## src/rtl/slp_wake_pkg.sv

```systemverilog
package slp_wake_pkg;
   localparam int OFS_CTRL = 'h0;
   localparam int OFS_WEN  = 'h4;
   localparam int OFS_WHY  = 'h8;

   localparam logic [31:0] DEF_TRIG_MASK = 32'hC408_011A;

   typedef enum logic [1:0] {
      AK_IDLE  = 2'd0,
      AK_HELD  = 2'd1,
      AK_ARMED = 2'd2
   } ack_st_t;
endpackage

```

## src/rtl/slp_wake_cell.sv

```systemverilog
module slp_wake_cell
   import slp_wake_pkg::*;
(
   input  logic clk,
   input  logic rst_n,
   input  logic set_i,
   input  logic wr_i,
   input  logic wbit_i,
   input  logic rd_i,
   output logic why_o
);
   ack_st_t st_q;
   logic    why_q;
   logic    pend_q;

   always_ff @(posedge clk or negedge rst_n) begin
      if (!rst_n) begin
         st_q   <= AK_IDLE;
         why_q  <= 1'b0;
         pend_q <= 1'b0;
      end else begin
         unique case (st_q)
            AK_IDLE: begin
               if (set_i) why_q <= 1'b1;
               if (wr_i && wbit_i && why_q) st_q <= AK_HELD;
            end
            AK_HELD: begin
               if (set_i) pend_q <= 1'b1;
               if (rd_i) st_q <= AK_ARMED;
            end
            AK_ARMED: begin
               if (wr_i && !wbit_i) begin
                  why_q  <= pend_q | set_i;
                  pend_q <= 1'b0;
                  st_q   <= AK_IDLE;
               end else if (set_i) begin
                  pend_q <= 1'b1;
               end
            end
            default: st_q <= AK_IDLE;
         endcase
      end
   end

   assign why_o = why_q;
endmodule

```

## src/rtl/slp_wake_regs.sv

```systemverilog
module slp_wake_regs
   import slp_wake_pkg::*;
#(
   parameter int          DATA_W      = 32,
   parameter int          ADDR_W      = 4,
   parameter logic [DATA_W-1:0] TRIG_MASK = DEF_TRIG_MASK,
   parameter int          SLEEP_BIT   = 0,
   parameter int          SELFREF_BIT = 15
) (
   input  logic              clk,
   input  logic              rst_n,
   input  logic              reg_wr,
   input  logic              reg_rd,
   input  logic [ADDR_W-1:0] reg_addr,
   input  logic [DATA_W-1:0] reg_wdata,
   input  logic [DATA_W-1:0] why_i,
   input  logic              wake_now_i,
   input  logic              selfref_in,
   output logic [DATA_W-1:0] en_o,
   output logic              why_wr_o,
   output logic              why_rd_o,
   output logic              sleep_o,
   output logic              irq_o,
   output logic [DATA_W-1:0] reg_rdata,
   output logic              reg_rvalid
);
   localparam logic [ADDR_W-1:0] A_CTRL = ADDR_W'(OFS_CTRL);
   localparam logic [ADDR_W-1:0] A_WEN  = ADDR_W'(OFS_WEN);
   localparam logic [ADDR_W-1:0] A_WHY  = ADDR_W'(OFS_WHY);

   logic [DATA_W-1:0] en_q;
   logic              sleep_q;
   logic [DATA_W-1:0] rd_mux;
   logic [DATA_W-1:0] rdata_q;
   logic              rvalid_q;
   logic              hit_ctrl, hit_wen, hit_why;

   assign hit_ctrl = (reg_addr == A_CTRL);
   assign hit_wen  = (reg_addr == A_WEN);
   assign hit_why  = (reg_addr == A_WHY);

   assign why_wr_o = reg_wr && hit_why;
   assign why_rd_o = reg_rd && hit_why;
   assign irq_o    = |(why_i & en_q);

   always_ff @(posedge clk or negedge rst_n) begin
      if (!rst_n) begin
         en_q <= '0;
      end else if (reg_wr && hit_wen) begin
         en_q <= reg_wdata & TRIG_MASK;
      end
   end

   always_ff @(posedge clk or negedge rst_n) begin
      if (!rst_n) begin
         sleep_q <= 1'b0;
      end else if (wake_now_i || irq_o) begin
         sleep_q <= 1'b0;
      end else if (reg_wr && hit_ctrl) begin
         sleep_q <= reg_wdata[SLEEP_BIT];
      end
   end

   always_comb begin
      rd_mux = '0;
      if (hit_ctrl) begin
         rd_mux[SLEEP_BIT]   = sleep_q;
         rd_mux[SELFREF_BIT] = selfref_in;
      end else if (hit_wen) begin
         rd_mux = en_q;
      end else if (hit_why) begin
         rd_mux = why_i;
      end
   end

   always_ff @(posedge clk or negedge rst_n) begin
      if (!rst_n) begin
         rdata_q  <= '0;
         rvalid_q <= 1'b0;
      end else begin
         rvalid_q <= reg_rd;
         rdata_q  <= reg_rd ? rd_mux : '0;
      end
   end

   assign en_o       = en_q;
   assign sleep_o    = sleep_q;
   assign reg_rdata  = rdata_q;
   assign reg_rvalid = rvalid_q;
endmodule

```

## src/rtl/slp_wake_ctrl.sv

```systemverilog
module slp_wake_ctrl
   import slp_wake_pkg::*;
#(
   parameter int                DATA_W      = 32,
   parameter int                ADDR_W      = 4,
   parameter logic [DATA_W-1:0] TRIG_MASK   = DEF_TRIG_MASK,
   parameter int                SLEEP_BIT   = 0,
   parameter int                SELFREF_BIT = 15
) (
   input  logic              clk,
   input  logic              rst_n,
   input  logic              reg_wr,
   input  logic              reg_rd,
   input  logic [ADDR_W-1:0] reg_addr,
   input  logic [DATA_W-1:0] reg_wdata,
   output logic [DATA_W-1:0] reg_rdata,
   output logic              reg_rvalid,
   input  logic [DATA_W-1:0] trig_in,
   input  logic              selfref_in,
   output logic              sleep_o,
   output logic              wake_irq_o
);
   if (DATA_W < 32) begin : g_bad_w
      $error("slp_wake_ctrl: DATA_W must be at least 32");
   end
   if (ADDR_W < 4) begin : g_bad_a
      $error("slp_wake_ctrl: ADDR_W must be at least 4");
   end
   if (SELFREF_BIT >= DATA_W || SLEEP_BIT == SELFREF_BIT) begin : g_bad_b
      $error("slp_wake_ctrl: control bit positions invalid");
   end

   logic [DATA_W-1:0] trig_q;
   logic [DATA_W-1:0] edge_en;
   logic [DATA_W-1:0] en_q;
   logic [DATA_W-1:0] why_q;
   logic              why_wr, why_rd;
   logic              wake_now;

   always_ff @(posedge clk or negedge rst_n) begin
      if (!rst_n) trig_q <= '0;
      else        trig_q <= trig_in & TRIG_MASK;
   end

   assign edge_en  = (trig_in & TRIG_MASK) & ~trig_q & en_q;
   assign wake_now = |edge_en;

   for (genvar i = 0; i < DATA_W; i++) begin : g_bit
      if (TRIG_MASK[i]) begin : g_cell
         slp_wake_cell u_cell (
            .clk    (clk),
            .rst_n  (rst_n),
            .set_i  (edge_en[i]),
            .wr_i   (why_wr),
            .wbit_i (reg_wdata[i]),
            .rd_i   (why_rd),
            .why_o  (why_q[i])
         );
      end else begin : g_none
         assign why_q[i] = 1'b0;
      end
   end

   slp_wake_regs #(
      .DATA_W      (DATA_W),
      .ADDR_W      (ADDR_W),
      .TRIG_MASK   (TRIG_MASK),
      .SLEEP_BIT   (SLEEP_BIT),
      .SELFREF_BIT (SELFREF_BIT)
   ) u_regs (
      .clk        (clk),
      .rst_n      (rst_n),
      .reg_wr     (reg_wr),
      .reg_rd     (reg_rd),
      .reg_addr   (reg_addr),
      .reg_wdata  (reg_wdata),
      .why_i      (why_q),
      .wake_now_i (wake_now),
      .selfref_in (selfref_in),
      .en_o       (en_q),
      .why_wr_o   (why_wr),
      .why_rd_o   (why_rd),
      .sleep_o    (sleep_o),
      .irq_o      (wake_irq_o),
      .reg_rdata  (reg_rdata),
      .reg_rvalid (reg_rvalid)
   );
endmodule

```

## config.mk

```make
export PLATFORM = sky130hd
export DESIGN_NAME = slp_wake_ctrl
export DESIGN_NICKNAME = d
export VERILOG_FILES = /design/src/rtl/slp_wake_pkg.sv /design/src/rtl/slp_wake_cell.sv /design/src/rtl/slp_wake_regs.sv /design/src/rtl/slp_wake_ctrl.sv
export SDC_FILE = /design/constraint.sdc
export NUM_CORES = 1
export LEC_CHECK = 0
export BUFFER_PORTS_ARGS = -buffer_cell sky130_fd_sc_hd__buf_2
export CORE_ASPECT_RATIO = 1.4
export CORE_UTILIZATION = 52
export DETAILED_ROUTE_END_ITERATION = 16
export MAX_ROUTING_LAYER = met4
export PLACE_DENSITY = 0.77
export SKIP_LAST_GASP = 1
export SYNTH_ARGS = -nofsm -noshare
export SYNTH_HDL_FRONTEND = slang
export SYNTH_SLANG_ARGS = --single-unit
```

## constraint.sdc

```tcl
create_clock -name clk -period 2.04 [get_ports clk]
set_input_delay 0.306 -clock clk [delete_from_list [all_inputs] [get_ports clk]]
set_output_delay 0.306 -clock clk [all_outputs]
set_load 0.03 [all_outputs]
```

==> After elaboration in Yosys (flattened, before gate mapping) <==
Cells that the tools add are included.
{ "totals": {"word_cells": 254, "regBits": 82, "ramBits": 0, "romBits": 0, "output_inout_bits": 35, "latchBits": 0, "input_bits": 73, "n_memories": 0} }
{ "op_classes": {"reduce_logical": 81, "multipliers": 0, "bitwise": 12, "mux": 82, "addsub": 0, "shift": 0, "n_lt_le_gt_ge": 0, "n_eq_ne": 50, "n_div": 0} }
{ "ops": {"columns": ["operator", "count"], "rows": [
  ["$and 32x32->32", 3],
  ["$mux 32", 3],
  ["$reduce_or 32->1", 2],
  ["$pmux 2 s3", 8],
  ["$reduce_and 3->1", 16],
  ["$ne 2x1->1 const B", 23],
  ["$mux 1", 36],
  ["$mux 2", 17],
  ["$reduce_bool 2->1", 17],
  ["$not 32->32", 1],
  ["$pmux 1 s2", 16],
  ["$logic_and 1x1->1", 28],
  ["$ne 2x2->1 const B", 9],
  ["$eq 2x1->1 const B", 8],
  ["$eq 2x2->1 const B", 8],
  ["$logic_not 2->1", 8],
  ["$mux 16", 1],
  ["$mux 14", 1],
  ["$logic_not 1->1", 8],
  ["$or 1x1->1", 8],
  ["$eq 4x3->1 const B", 1],
  ["$eq 4x4->1 const B", 1],
  ["$logic_not 4->1", 1],
  ["$logic_or 1x1->1", 1]
]} }

==> Depth between registers and ports, before layout <==
{ "depth": {"depth_word": 6, "ltp_mapped": 6, "depth_no_buf": 6} }

==> Modules after synthesis <==
A second synthesis with hierarchy kept.
{ "hier_totals": {"cells_unflattened": 367, "area_unflattened_um2": 4272.8} }
{ "modules_own_cells": {"columns": ["mod", "cells_per_inst", "n_inst", "seq_area_each_um2", "area_each_um2"], "rows": [
  ["slp_wake_cell", 25, 8, 100.1, 277.8],
  ["slp_wake_regs", 139, 1, 1051.0, 1747.9],
  ["slp_wake_ctrl", 28, 1, 200.2, 302.8]
]} }

==> Least setup slack after synthesis <==
OpenSTA, ideal clock, no wires.
{ "synth_path": {"kind": "input port to flip-flop", "startpoint": "in reg_addr[0]", "endpoint": "reg g_bit[8].g_cell.u_cell.st_q[0]", "path_buffers": 2, "t_arrival_ns": 1.808, "slack_ns": 0.108, "path_stages": 6, "setup_time_ns": 0.125, "t_required_ns": 1.915, "path_cell_list": "clkbuf_1 or3b_1 clkbuf_1 o32ai_2 a2bb2oi_1 mux2_2"} }
{ "synth_via": {"elab_chain_len": 6, "word_cells_on_any_way": 10, "cone_classes": "eq/ne: 4; reduce/logical: 6"} }
{ "synth_rtl": {"columns": ["element", "line", "source"], "rows": [
  ["start, declared", "slp_wake_ctrl.sv:14", "input logic [ADDR_W-1:0] reg_addr,"],
  ["$eq 4x4->1 *", "slp_wake_regs.sv:40", "assign hit_why = (reg_addr == A_WHY);"],
  ["$logic_and 1x1->1", "slp_wake_regs.sv:42", "assign why_wr_o = reg_wr && hit_why;"],
  ["$logic_and 1x1->1 (2 in series)", "slp_wake_cell.sv:25", "if (wr_i && wbit_i && why_q) st_q <= AK_HELD;"],
  ["$ne 2x1->1 (no line)", null, null],
  ["$reduce_and 3->1 (no line) *", null, null],
  ["end signal, assigned", "slp_wake_cell.sv:25", null],
  ["end signal, assigned", "slp_wake_cell.sv:29", "if (rd_i) st_q <= AK_ARMED;"],
  ["end signal, assigned", "slp_wake_cell.sv:35", "st_q <= AK_IDLE;"],
  ["end, declared", "slp_wake_cell.sv:12", "ack_st_t st_q;"]
]} }
Mark *: on every way between the ends. The rest lies on a longest branch, timed or not.
A chain may end at the register's enable or synchronous reset.

==> Final worst setup path <==
{ "layout_path": {"startpoint": "reg g_bit[8].g_cell.u_cell.st_q[0]", "endpoint": "reg g_bit[8].g_cell.u_cell.st_q[0]"} }
{ "layout_via": {"elab_chain_len": 3, "word_cells_on_any_way": 8, "cone_classes": "eq/ne: 5; mux: 1; reduce/logical: 2"} }
{ "layout_rtl": {"columns": ["element", "line", "source"], "rows": [
  ["start signal, assigned", "slp_wake_cell.sv:18", "st_q <= AK_IDLE;"],
  ["start signal, assigned", "slp_wake_cell.sv:25", null],
  ["start signal, assigned", "slp_wake_cell.sv:29", null],
  ["$eq 2x1->1, or another cell as far along", "slp_wake_cell.sv:22", "unique case (st_q)"],
  ["$ne 2x1->1 (no line)", null, null],
  ["$reduce_and 3->1 (no line)", null, null]
]} }
Parallel ways exist; a longest one is shown, timed or not.

==> impl_metrics.toml <==
[synth]
synth_area_um2 = 3520
yosysWarnings = 0
synth.distinct_cells = 49
synth-edff-count = 0
syn_area_per_cell_um2 = 10.08
synth-seq-area-share_pct = 42.66
synth_cells = 349
synthFlopType = "dfrtp_1"
ys_seq_elements = 60
synthArstFlopShare_pct = 100.0

[cts]
clock_sinks = 60
htreeDepth = 3
clockBufferDepth = 2
cts_resized = 0
cts_root_buf = "clkbuf_8"
clkLatencyLatePin_ns = 0.35
clkTransAtPathRegs_ns = 0.07
cts_made_buffers = 9
cts_tree = "yes"

[cells_and_area]
drive_above_1_share_pct = 22.38
fillers = 554
final_util_pct = 61.50
stdcell_area_um2 = 4040
nNetsFinal = 503
diodes = 0
synthToLayoutAreaGrowth_pct = 14.79

[pwr]
power_frac_clock_pct = 26.4
power_density_nw_per_um2 = 1080
ir_drop_uv = 515.9
p_leak_uw = 0.001818
combPwrFrac_pct = 36.2
power_frac_seq_pct = 37.4
p_int_uw = 2815
p_switching_uw = 1550
swShare_pct = 35.51

[routing]
drt_iter0_drc = 131
wirelength_mm = 8.197
wl_per_cell_um = 16.90
drtAntennaViolNets = 0
num_vias = 2903
first_pass_iters = 4
viasPerCell = 5.986
drc = 0

[grt]
antenna_found_initial = 0
grt_max_degree = 61
grt.total_usage_pct = 25.36
grt_pass1_wl_mm = 13.35
gr-total-overflow = 0
first_global_vias = 2820

[status]
status = "complete, no violations"

[sta]
rsz0062_at_grt = "no"
maxSlewViolCount = 0
skew_ns = 0.004840
fin_crit_sh_pct = 91.92
setup_violations = 0
fin_tns_setup_ns = 0
timing.final.hold_violations = 0
fmax_mhz = 533.3
period_needed_ns = 1.875

[floorplan]
rows = 35
coreArea_um2 = 6569
die_w_um = 71.53
start_util_pct = 53.58
io_pins = 108
fp.dieArea_um2 = 7106
die_y_um = 99.35

[worst_setup_path]
crit_type = "reg -> reg"
cp-end-kind = "flop"
cp_max_fo = 3
crit_required_ns = 2.27
worstPathArrival_ns = 2.11
startpoint_type = "flop"

[placement]
hpwlAfterDp_mm = 5.918
placed_area_um2 = 3817
globalplace.congestion = 0.8882
port_buffers = 38

[worst_hold_path]
hp-class = "in -> reg"

[flow_run]
drv_cap = 0
cell usage after synthesis (2+ instances only):
library cell   n  area [um^2]
mux2_2        10        112.6
a41oi_1        6        52.55
buf_4         22        165.2
o32a_1         3        30.03
ha_1          24        300.3
o21ai_0        6        30.03
a31oi_1        9        56.30
nor3_1         3        15.01
a22oi_1       13        97.59
and3b_1        4        35.03
o22a_1         4        35.03
inv_1         17        63.81
a2bb2oi_1      6        52.55
clkbuf_1       8        30.03
o32ai_1        5        43.79
a21o_1         4        30.03
nor4_1         2        12.51
and3_1         2        12.51
nor2_1        35        131.4
nand3b_1       8        60.06
dfrtp_1       60         1501
or4_4          2        22.52
nor4b_1        6        52.55
nand4b_1       7        61.31
or3_1          2        12.51
nand3_1        3        15.01
nand2_1        7        26.28
o31a_1         3        26.28
a21oi_1       40        200.2
or3b_2         3        26.28
or2_2          2        12.51
nor2b_1        2        12.51
o32ai_2        2        32.53
nand4_1        4        25.02
worst max-delay path, stage by stage, from the launching register on:
cell	delay (ns)
dfrtp_1	0.37
inv_1	0.07
ha_1	0.20
or2_2	0.28
o32ai_2	0.26
a2bb2oi_1	0.23
mux2_2	0.35
layout by cell type (no fill, tap or decap), types with 8 or more instances in the layout:
cell	instances
a21oi_1	40
a22oi_1	13
a31oi_1	9
buf_2	38
buf_4	17
clkbuf_8	12
conb_1	22
dfrtp_1	60
ha_1	24
inv_1	17
mux2_2	10
nand3b_1	8
nor2_1	35
sequential cells by signal, indices dropped and copies added (netlist names):
| name | count |
|---|---|
| g_bit.g_cell.u_cell.pend_q | 8 |
| g_bit.g_cell.u_cell.st_q | 16 |
| g_bit.g_cell.u_cell.why_o | 8 |
| trig_q | 8 |
| u_regs.en_o | 8 |
| u_regs.reg_rdata | 10 |
| u_regs.reg_rvalid | 1 |
| u_regs.sleep_o | 1 |
area by class of cell:
cell class	count	area, um^2	share of cell area [%]
repair buffers	57	347.8	8.609
well taps	74	92.59	2.292
multi-input cells	261	1822	45.09
clock buffers	13	168.9	4.181
clock inverters	3	43.79	1.084
flip-flops and latches	60	1501	37.16
inverters	17	63.81	1.579
what timing repair did:
action,CTS,global route
hold buffers,1,0
setup buffers,0,0
hold endpoints to repair,60,0
setup endpoints to repair,0,0
layer usage:
metal	vias to the layer above	GRT usage, %	wire length (um)
met5	-	-	0
met4	0	12.37	165
met3	12	5.268	418
met2	109	41.54	4145
met1	1405	29.60	3466
li1	1377	-	-
power groups by stage:
| stage | sequential [uW] | combinational, uW | clock (uW) |
|---|---|---|---|
| after detailed placement | 1650 | 1560 | 0 |
| after floorplan | 1610 | 1250 | 0 |
| after CTS | 1630 | 1570 | 1150 |
| final | 1630 | 1580 | 1150 |
| after global placement | 1640 | 1510 | 0 |
| after global routing | 1670 | 1790 | 1190 |
path summary, 6_finish.rpt:
path	cells past startpoint	start	endpoint	slack, ns
setup / recovery	6	g_bit[8].g_cell.u_cell.st_q[0]	g_bit[8].g_cell.u_cell.st_q[0]	0.16
hold / removal	1	trig_in[31]	trig_q[31]	0.09
setup reg to reg	6	g_bit[8].g_cell.u_cell.st_q[0]	g_bit[8].g_cell.u_cell.st_q[0]	0.16
hold reg to reg	1	g_bit[1].g_cell.u_cell.st_q[1]	g_bit[1].g_cell.u_cell.st_q[1]	0.54
max in group asynchronous	3	rst_n	u_regs.en_o[26]	1.27
min in group asynchronous	3	rst_n	g_bit[4].g_cell.u_cell.st_q[0]	0.50
through the flow:
stage / hold WS, ns / power [uW] / cells / setup slack [ns]
2_1_floorplan: 0.01041 / 2859 / 370 / 0.1076
3_3_place_gp: 0.3353 / 3141 / 468 / 0.04158
3_5_place_dp: 0.3366 / 3213 / 468 / 0.04450
4_1_cts: 0.08281 / 4357 / 485 / 0.1508
5_1_grt: 0.08634 / 4647 / 485 / 0.05114
6_report: 0.08955 / 4365 / 485 / 0.1649
cells by family after synthesis:
family | synth area share [%]
muxes | 3.484
buffers and inverters | 7.821
AOI/OAI and AO/OA | 20.80
other | 0.1065
and+or+nand+nor | 16.60
adders and majority gates | 8.532
DFF | 42.66
(Power assumes the default switching activity.)
